### src/rtl/trilvl_pkg.sv
package trilvl_pkg;
  localparam int HDR_W   = 16;
  localparam int ADR_W   = 8;
  localparam int DAT_W   = 16;
  localparam int LO_W    = 7;
  localparam int DEV_W   = 4;
  localparam int FRAME_W = HDR_W + ADR_W + DAT_W;
  localparam int CTRL_W  = DAT_W + LO_W;

  localparam logic [7:0]       SYNC_TOP   = 8'hFA;
  localparam logic [3:0]       SYNC_TAIL  = 4'hA;
  localparam logic [ADR_W-1:0] ADR_COARSE = 8'h06;
  localparam logic [ADR_W-1:0] ADR_FINE   = 8'h07;

  typedef enum logic [1:0] {LV_MID = 2'd0, LV_HIGH = 2'd1, LV_LOW = 2'd2} lvl_t;

  // Both flags set is not a legal level and counts as middle.
  function automatic lvl_t lvl_decode(input logic hi, input logic lo);
    if (hi && !lo) return LV_HIGH;
    if (lo && !hi) return LV_LOW;
    return LV_MID;
  endfunction

  function automatic logic [HDR_W-1:0] hdr_expected(input logic [DEV_W-1:0] dev);
    return {SYNC_TOP, dev, SYNC_TAIL};
  endfunction

  function automatic logic [CTRL_W-1:0] ctrl_join(input logic [DAT_W-1:0] coarse,
                                                  input logic [LO_W-1:0] fine);
    return {coarse, fine};
  endfunction
endpackage

### src/rtl/trilvl_level_filter.sv
module trilvl_level_filter
  import trilvl_pkg::*;
#(
  parameter int FILT_N = 4
) (
  input  logic clk,
  input  logic rst_n,
  input  logic line_hi,
  input  logic line_lo,
  output lvl_t level
);
  localparam int CNT_W = $clog2(FILT_N + 1);

  logic [1:0] hi_sync, lo_sync;
  lvl_t raw_q, cand_q, level_q;
  logic [CNT_W-1:0] cnt_q;

  always_ff @(posedge clk or negedge rst_n) begin
    if (!rst_n) begin
      hi_sync <= '0;
      lo_sync <= '0;
    end else begin
      hi_sync <= {hi_sync[0], line_hi};
      lo_sync <= {lo_sync[0], line_lo};
    end
  end

  assign raw_q = lvl_decode(hi_sync[1], lo_sync[1]);

  always_ff @(posedge clk or negedge rst_n) begin
    if (!rst_n) begin
      cand_q  <= LV_MID;
      cnt_q   <= '0;
      level_q <= LV_MID;
    end else if (raw_q != cand_q) begin
      cand_q <= raw_q;
      cnt_q  <= CNT_W'(1);
    end else begin
      if (cnt_q != CNT_W'(FILT_N)) cnt_q <= cnt_q + 1'b1;
      if (cnt_q == CNT_W'(FILT_N - 1)) level_q <= cand_q;
    end
  end

  assign level = level_q;

  AST_LEVEL_FROM_RAW: assert property (@(posedge clk) disable iff (!rst_n)
    !$stable(level_q) |-> ($past(raw_q) == level_q && $past(raw_q, 2) == level_q));
endmodule

### src/rtl/trilvl_bit_decoder.sv
module trilvl_bit_decoder
  import trilvl_pkg::*;
#(
  parameter int IDLE_W = 16
) (
  input  logic              clk,
  input  logic              rst_n,
  input  lvl_t              level,
  input  logic [IDLE_W-1:0] idle_limit,
  output logic              bit_stb,
  output logic              bit_val,
  output logic              resync
);
  lvl_t prev_q;
  logic [IDLE_W-1:0] idle_q;

  always_ff @(posedge clk or negedge rst_n) begin
    if (!rst_n) begin
      prev_q <= LV_MID;
      idle_q <= '0;
    end else begin
      prev_q <= level;
      if (level != LV_MID)          idle_q <= '0;
      else if (idle_q != idle_limit) idle_q <= idle_q + 1'b1;
    end
  end

  assign bit_stb = (level == LV_MID) && (prev_q != LV_MID);
  assign bit_val = (prev_q == LV_HIGH);
  assign resync  = (level == LV_MID) && (idle_q == idle_limit);

  AST_ONE_BIT_PER_RETURN: assert property (@(posedge clk) disable iff (!rst_n)
    bit_stb |=> !bit_stb);
endmodule

### src/rtl/trilvl_frame_asm.sv
module trilvl_frame_asm
  import trilvl_pkg::*;
(
  input  logic               clk,
  input  logic               rst_n,
  input  logic               bit_stb,
  input  logic               bit_val,
  input  logic               resync,
  output logic               frame_stb,
  output logic [FRAME_W-1:0] frame
);
  localparam int BC_W = $clog2(FRAME_W);

  logic [FRAME_W-1:0] shift_q;
  logic [BC_W-1:0]    bcnt_q;
  logic               stb_q;

  always_ff @(posedge clk or negedge rst_n) begin
    if (!rst_n) begin
      shift_q <= '0;
      bcnt_q  <= '0;
      stb_q   <= 1'b0;
    end else begin
      stb_q <= 1'b0;
      if (bit_stb) begin
        shift_q <= {shift_q[FRAME_W-2:0], bit_val};
        if (bcnt_q == BC_W'(FRAME_W - 1)) begin
          bcnt_q <= '0;
          stb_q  <= 1'b1;
        end else begin
          bcnt_q <= bcnt_q + 1'b1;
        end
      end else if (resync) begin
        bcnt_q <= '0;
      end
    end
  end

  assign frame_stb = stb_q;
  assign frame     = shift_q;

  AST_FRAME_SINGLE: assert property (@(posedge clk) disable iff (!rst_n)
    frame_stb |=> !frame_stb);
  AST_RESYNC_CLEARS: assert property (@(posedge clk) disable iff (!rst_n)
    (resync && !bit_stb) |=> (bcnt_q == '0));
endmodule

### src/rtl/trilvl_ctrl_regs.sv
module trilvl_ctrl_regs
  import trilvl_pkg::*;
(
  input  logic               clk,
  input  logic               rst_n,
  input  logic               frame_stb,
  input  logic [FRAME_W-1:0] frame,
  input  logic [DEV_W-1:0]   dev_addr,
  output logic [CTRL_W-1:0]  ctrl_word,
  output logic               ctrl_upd
);
  logic [HDR_W-1:0] f_hdr;
  logic [ADR_W-1:0] f_adr;
  logic [DAT_W-1:0] f_dat;
  logic             hdr_ok;
  logic [LO_W-1:0]  stage_q;
  logic [CTRL_W-1:0] word_q;
  logic             upd_q;

  assign f_hdr  = frame[FRAME_W-1 -: HDR_W];
  assign f_adr  = frame[DAT_W +: ADR_W];
  assign f_dat  = frame[DAT_W-1:0];
  assign hdr_ok = (f_hdr == hdr_expected(dev_addr));

  always_ff @(posedge clk or negedge rst_n) begin
    if (!rst_n) begin
      stage_q <= '0;
      word_q  <= '0;
      upd_q   <= 1'b0;
    end else begin
      upd_q <= 1'b0;
      if (frame_stb && hdr_ok) begin
        if (f_adr == ADR_COARSE) begin
          word_q <= ctrl_join(f_dat, stage_q);
          upd_q  <= 1'b1;
        end else if (f_adr == ADR_FINE) begin
          stage_q <= f_dat[LO_W-1:0];
        end
      end
    end
  end

  assign ctrl_word = word_q;
  assign ctrl_upd  = upd_q;

  AST_BAD_HDR_DROPPED: assert property (@(posedge clk) disable iff (!rst_n)
    (frame_stb && !hdr_ok) |=> (!ctrl_upd && $stable(stage_q)));
  AST_UPD_ONE_CYCLE: assert property (@(posedge clk) disable iff (!rst_n)
    ctrl_upd |=> !ctrl_upd);
  AST_FINE_NO_OUTPUT: assert property (@(posedge clk) disable iff (!rst_n)
    (frame_stb && f_adr == ADR_FINE) |=> ($stable(ctrl_word) && !ctrl_upd));
  AST_OTHER_ADR_DROPPED: assert property (@(posedge clk) disable iff (!rst_n)
    (frame_stb && f_adr != ADR_COARSE && f_adr != ADR_FINE) |=> ($stable(stage_q) && !ctrl_upd));
  AST_WORD_HOLDS: assert property (@(posedge clk) disable iff (!rst_n)
    !ctrl_upd |-> $stable(ctrl_word));
endmodule

### src/rtl/trilvl_rx.sv
module trilvl_rx
  import trilvl_pkg::*;
#(
  parameter int FILT_N = 4,
  parameter int IDLE_W = 16
) (
  input  logic              clk,
  input  logic              rst_n,
  input  logic              line_hi,
  input  logic              line_lo,
  input  logic [3:0]        dev_addr,
  input  logic [IDLE_W-1:0] idle_limit,
  output logic [22:0]       ctrl_word,
  output logic              ctrl_upd
);
  lvl_t               level;
  logic               bit_stb, bit_val, resync;
  logic               frame_stb;
  logic [FRAME_W-1:0] frame;

  trilvl_level_filter #(.FILT_N(FILT_N)) i_filter (
    .clk(clk), .rst_n(rst_n), .line_hi(line_hi), .line_lo(line_lo), .level(level)
  );

  trilvl_bit_decoder #(.IDLE_W(IDLE_W)) i_decoder (
    .clk(clk), .rst_n(rst_n), .level(level), .idle_limit(idle_limit),
    .bit_stb(bit_stb), .bit_val(bit_val), .resync(resync)
  );

  trilvl_frame_asm i_asm (
    .clk(clk), .rst_n(rst_n), .bit_stb(bit_stb), .bit_val(bit_val), .resync(resync),
    .frame_stb(frame_stb), .frame(frame)
  );

  trilvl_ctrl_regs i_regs (
    .clk(clk), .rst_n(rst_n), .frame_stb(frame_stb), .frame(frame),
    .dev_addr(dev_addr), .ctrl_word(ctrl_word), .ctrl_upd(ctrl_upd)
  );

  AST_RESET_QUIET: assert property (@(posedge clk) disable iff (!rst_n)
    $rose(rst_n) |-> (ctrl_word == '0 && !ctrl_upd));
endmodule

### config.mk
export PLATFORM = sky130hd
export DESIGN_NAME = trilvl_rx
export DESIGN_NICKNAME = d
export VERILOG_FILES = /design/src/rtl/trilvl_pkg.sv /design/src/rtl/trilvl_level_filter.sv /design/src/rtl/trilvl_bit_decoder.sv /design/src/rtl/trilvl_frame_asm.sv /design/src/rtl/trilvl_ctrl_regs.sv /design/src/rtl/trilvl_rx.sv
export SDC_FILE = /design/constraint.sdc
export NUM_CORES = 1
export LEC_CHECK = 0
export BUFFER_PORTS_ARGS = -buffer_cell sky130_fd_sc_hd__buf_4
export CAP_MARGIN = 20
export CORE_ASPECT_RATIO = 0.9
export CORE_MARGIN = 3
export CORE_UTILIZATION = 40
export DETAILED_ROUTE_END_ITERATION = 16
export GPL_ROUTABILITY_DRIVEN = 0
export PLACE_DENSITY = 0.59
export SETUP_SLACK_MARGIN = 0.15
export SLEW_MARGIN = 10
export SYNTH_ARGS = -nofsm -noshare
export SYNTH_HDL_FRONTEND = slang
export SYNTH_SLANG_ARGS = --single-unit
### constraint.sdc
create_clock -name clk -period 3.6 [get_ports clk]
set_input_delay 0.18 -clock clk [delete_from_list [all_inputs] [get_ports clk]]
set_output_delay 0.18 -clock clk [all_outputs]
set_load 0.01 [all_outputs]
# == Word-level counts from Yosys, hierarchy flattened ==
# Cells that the tools add are included.
# op_classes
addsub,3
multipliers,0
n_div,0
magnitude_cmp,0
n_eq_ne,10
n_shift,0
mux,18
bitwise_logic,2
reduce_logical,16
# op_table
cell,count
equality test 16 bit,2
2-to-1 mux 16 bit,2
2-to-1 mux 6 bit,3
adder 16 x 1 -> 16 bit (second input constant),1
equality test 8 x 3 -> 1 bit (second input constant),2
inequality test 16 bit,1
nonzero test 2 bit,5
2-to-1 mux 2 bit,4
2-to-1 mux 1 bit,7
adder 6 x 1 -> 6 bit (second input constant),1
equality test 6 bit (second input constant),1
2-to-1 mux 3 bit,2
logical AND 1 bit,5
AND reduction 2 bit,2
adder 3 x 1 -> 3 bit (second input constant),1
equality test 3 x 2 -> 1 bit (second input constant),1
inequality test 3 bit (second input constant),1
AND reduction 3 bit,1
equality test 2 x 1 -> 1 bit (second input constant),1
zero test 1 bit,2
zero test 2 bit,1
inequality test 2 bit,1
inverter 1 bit,2
# word_totals
register_bits,107
latchBits,0
ram_bits,0
mem_bits_ro,0
inputBits,24
out_inout_bits,24
elab_cells,62
memories,0

# == Logic depth before layout (Yosys ltp) ==
# depth
ltp_word,9
mapped_depth,8
ltp_nobuf,5

# == By module ==
# Synthesis repeated with hierarchy kept, for this count alone.
# hier_totals
cells_unflattened,373
area_unflattened_um2,4946.0
# modules_own_cells
mod,instances,cells_per_inst,area_each_um2,seq_area_each_um2
trilvl_frame_asm,1,123,1876.8,1176.1
trilvl_ctrl_regs,1,82,1406.3,775.7
trilvl_bit_decoder,1,123,1133.6,450.4
trilvl_level_filter,1,45,529.3,275.3

# == Worst setup path before layout ==
# OpenSTA, ideal clock, no wires.
# synth_path
kind,flip-flop to flip-flop
startpoint,"register i_asm.shift_q[20], in the netlist i_asm.frame[20]"
endpoint,"register i_regs.word_q[10], in the netlist i_regs.ctrl_word[10]"
setup_ps,125
arrival_time_ps,1813
required_ps,3475
path_slack_ps,1662
path_stages_with_launch,7
n_path_buf,2
synth_period_minus_slack_ps,1938
path_cell_list,dfrtp_1 -> or4_1 -> nor2_1 -> and4_1 -> buf_2 -> buf_4 -> mux2_2
# synth_between
elab_chain_len,2
# synth_rtl
item,line,source
start: declaration,trilvl_frame_asm.sv:14,logic [FRAME_W-1:0] shift_q;
start signal: assignment,trilvl_frame_asm.sv:26,"shift_q <= {shift_q[FRAME_W-2:0], bit_val};"
equality test 8 x 3 -> 1 bit,trilvl_ctrl_regs.sv:33,if (f_adr == ADR_COARSE) begin
AND reduction 2 bit (no line),--,
end signal: assignment,trilvl_ctrl_regs.sv:34,"word_q <= ctrl_join(f_dat, stage_q);"
end: declaration,trilvl_ctrl_regs.sv:17,logic [CTRL_W-1:0] word_q;
# Every way passes these cells.
# A chain may end at the register's enable or synchronous reset.

# == Final worst setup path ==
# layout_path
startpoint,register i_decoder.idle_q[2]
endpoint,register i_decoder.idle_q[1]
# layout_between
elab_chain_len,2
# layout_rtl
item,line,source
start: declaration,trilvl_bit_decoder.sv:15,logic [IDLE_W-1:0] idle_q;
start signal: assignment,trilvl_bit_decoder.sv:24,else if (idle_q != idle_limit) idle_q <= idle_q + 1'b1;
inequality test 16 bit,trilvl_bit_decoder.sv:24,
nonzero test 2 bit (no line),--,
# Every way passes these cells.

==> results.json <==
{
  "final_cells": 642,
  "avgRoutedWirePerCell_um": 13.3,
  "ir_drop_mv": 0.305,
  "dr.pass1.iters": 4,
  "ctsResizeCount": 0,
  "min_to": "i_filter.hi_sync[1]$_DFF_PN0_",
  "detail-route-antenna-nets": 0,
  "antenna_cells": 0,
  "gr-usage-all-layers": 0.143,
  "drc": 0,
  "clkLatencyLatePin_ns": 0.34,
  "num_rows": 36,
  "worstHoldStart": "i_filter.hi_sync[0]$_DFF_PN0_",
  "io_buffers": 47,
  "whs_path_depth": 0,
  "rrSetupSlack_ns": 1.46,
  "fmax_mhz": 466,
  "drive_above_1_share": 0.222,
  "r2r-end": "i_decoder.idle_q[1]$_DFFE_PN0P_",
  "arrival_ns": 2.36,
  "rsz0062_at_grt": "no",
  "post-place-ws_ns": 1.46,
  "clockRootBuffer": "clkbuf_16",
  "seq_area_mm2": 0.00268,
  "synthesis.area_mm2": 0.00465,
  "dieArea_mm2": 0.0130,
  "dpl_cell_area_mm2": 0.00514,
  "finish.utilization": 0.492,
  "path_max_fanout": 22,
  "wl_um": 8560,
  "synth_edf_count": 0,
  "worst_clock_skew_ns": 0.00561,
  "core_mm2": 0.0111,
  "grt_overflow": 0,
  "max_slew_margin": 0.606,
  "finalHoldViolCount": 0,
  "final_area_mm2": 0.00545,
  "setup_viol": 0,
  "hold_class": "reg2reg",
  "hpwl_um": 5610,
  "power_density_mw_per_mm2": 562,
  "async_reset_ff_frac": 1.00,
  "clock_path_buffers": 2,
  "clkSinkCount": 107,
  "vias": 3149,
  "worst_setup_path_start_kind": "register",
  "worstSetupEndpointType": "register",
  "critPathRequiredTime_ns": 3.82,
  "yosysWarnings": 0,
  "dp_cells": 623,
  "fp.dieW_um": 120,
  "layout_setup_ws_ns": 1.46,
  "maxCapViolCount": 0,
  "nNetsFinal": 514,
  "status": "completed",
  "grt_max_degree": 108,
  "post-route-period-util": 0.596,
  "ff2ff_path_depth": 6,
  "fp.dieH_um": 108,
  "final-max-slew-violation-count": 0,
  "synth_ff_type": "dfrtp_1",
  "grt_pass1_wl_um": 15000,
  "io_pins": 48,
  "power.leakage_nw": 2.67,
  "start_util": 0.420,
  "numCtsBuffers": 9,
  "cts.clk_slew.worst_paths_ns": 0.07,
  "yosysSeqAreaShare": 0.576,
  "htreeDepth": 3,
  "syn_nets": 467,
  "viasPerCell": 4.90,
  "fin_crit_ns": 2.14,
  "synth_seq_cells": 107,
  "worstSetupPathType": "reg2reg",
  "first_global_vias": 3072,
  "multiInputGateArea_mm2": 0.00185,
  "drtIter0Drc": 205,
  "syn_avg_cell_area_um2": 10.6,
  "antenna_found_initial": 0,
  "fin_setup_tns_ns": 0,
  "nFillCells": 1024,
  "netlist_instances": 438,
  "synth_cell_types": 44,
  "worstMarginPinSlew_ns": 0.591,
  "cts_tree": "built",
  "area_delta_synth_final_pct": 17.2,
  "rr_startpoint": "i_decoder.idle_q[2]$_DFFE_PN0P_"
}
==> worst max-delay path by stage <==
stage,slack [ns],end,from,depth (start not counted)
6_report,1.46,i_decoder.idle_q[1]$_DFFE_PN0P_,i_decoder.idle_q[2]$_DFFE_PN0P_,6
5_1_grt,1.28,i_decoder.idle_q[1]$_DFFE_PN0P_,i_decoder.idle_q[2]$_DFFE_PN0P_,6
4_1_cts,1.45,i_decoder.idle_q[1]$_DFFE_PN0P_,i_decoder.idle_q[2]$_DFFE_PN0P_,6
3_5_place_dp,1.46,i_decoder.idle_q[1]$_DFFE_PN0P_,i_decoder.idle_q[2]$_DFFE_PN0P_,6
3_3_place_gp,1.46,i_decoder.idle_q[1]$_DFFE_PN0P_,i_decoder.idle_q[2]$_DFFE_PN0P_,6
2_1_floorplan,1.66,i_regs.ctrl_word[10]$_DFFE_PN0P_,i_asm.frame[20]$_DFFE_PN0P_,6
==> flip-flops by register name (all words and copies together) (netlist names) <==
signal	count
i_asm.bcnt_q	6
i_asm.frame	40
i_asm.frame_stb	1
i_decoder.idle_q	16
i_decoder.prev_q	2
i_filter.cand_q	2
i_filter.cnt_q	3
i_filter.hi_sync	2
i_filter.level	2
i_filter.lo_sync	2
i_regs.ctrl_upd	1
i_regs.ctrl_word	23
i_regs.stage_q	7
==> routing by layer <==
metal	global-route usage	part of all wire
met5	0	0
met3	0.0366	0.034
met2	0.224	0.46
met1	0.195	0.49
met4	0.0499	0.013
==> worst max-delay path, cell delays in order (launching register included) <==
cell,delay [ns]
dfrtp_1,0.49
xnor2_1,0.20
nand4_1,0.20
nor4_4,0.54
buf_4,0.33
mux2i_1,0.20
nor2_1,0.05
==> synthesized netlist by cell type, types with 2 or more instances <==
cell,n,area share
a21oi_1,17,0.018
and2_1,3,0.0040
and4_1,2,0.0038
buf_2,2,0.0022
buf_4,3,0.0048
buf_6,2,0.0048
clkbuf_1,11,0.0089
dfrtp_1,107,0.58
ha_1,5,0.013
inv_1,5,0.0040
mux2_2,32,0.078
nand2_1,131,0.11
nand2b_1,2,0.0027
nand3_1,7,0.0075
nand4_1,9,0.012
nor2_1,10,0.0081
nor2b_1,3,0.0040
nor3_1,2,0.0022
nor4_1,2,0.0027
o21ai_0,19,0.020
o31ai_1,4,0.0065
or2_2,3,0.0040
or3_1,10,0.013
or4_1,6,0.0097
xnor2_1,18,0.034
xor2_1,5,0.0094
==> timing repair <==
item	4_1_cts	5_1_grt
hold buffers	3	0
setup buffers	0	0
hold endpoints to repair	109	0
==> cells in the final DEF, fill, tap and decap left out, types with 6 or more instances in the layout <==
cell / synthesis / routed
a21oi_1: 17 / 17
buf_4: 3 / 51
clkbuf_16: 0 / 9
dfrtp_1: 107 / 107
mux2_2: 32 / 32
nand2_1: 131 / 131
nand3_1: 7 / 7
nand4_1: 9 / 9
nor2_1: 10 / 9
o21ai_0: 19 / 18
or3_1: 10 / 10
or4_1: 6 / 6
xnor2_1: 18 / 18
==> area by class of cell <==
cell class                      count  area share
Sequential cell                   107       0.491
Multi-Input combinational cell    307       0.339
Timing Repair Buffer               55      0.0794
Clock buffer                       13      0.0477
Tap cell                          152      0.0349
Clock inverter                      3     0.00413
Inverter                            5     0.00344
==> power breakdown <==
part	internal, W	total, W	switching [W]
combinational	0.000193	0.000626	0.000433
sequential	0.00135	0.00151	0.000160
clock	0.000508	0.000926	0.000418
total	0.00205	0.00306	0.00101
==> stage by stage <==
| stage | hold WS, ns | total power, W |
|---|---|---|
| 2_1_floorplan | -0.116 | 0.00197 |
| 3_3_place_gp | 0.290 | 0.00214 |
| 3_5_place_dp | 0.291 | 0.00217 |
| 4_1_cts | 0.350 | 0.00311 |
| 5_1_grt | 0.359 | 0.00326 |
| 6_report | 0.349 | 0.00306 |
==> kinds of logic after synthesis <==
family,share of synthesized area
XOR/XNOR,0.0433
AO/OA/AOI/OAI,0.0538
adder cells (fa/ha/maj),0.0135
multiplexers,0.0797
buffers and inverters,0.0277
flip-flops,0.576
AND/OR/NAND/NOR,0.206
Power figures use the tool's default switching activity.
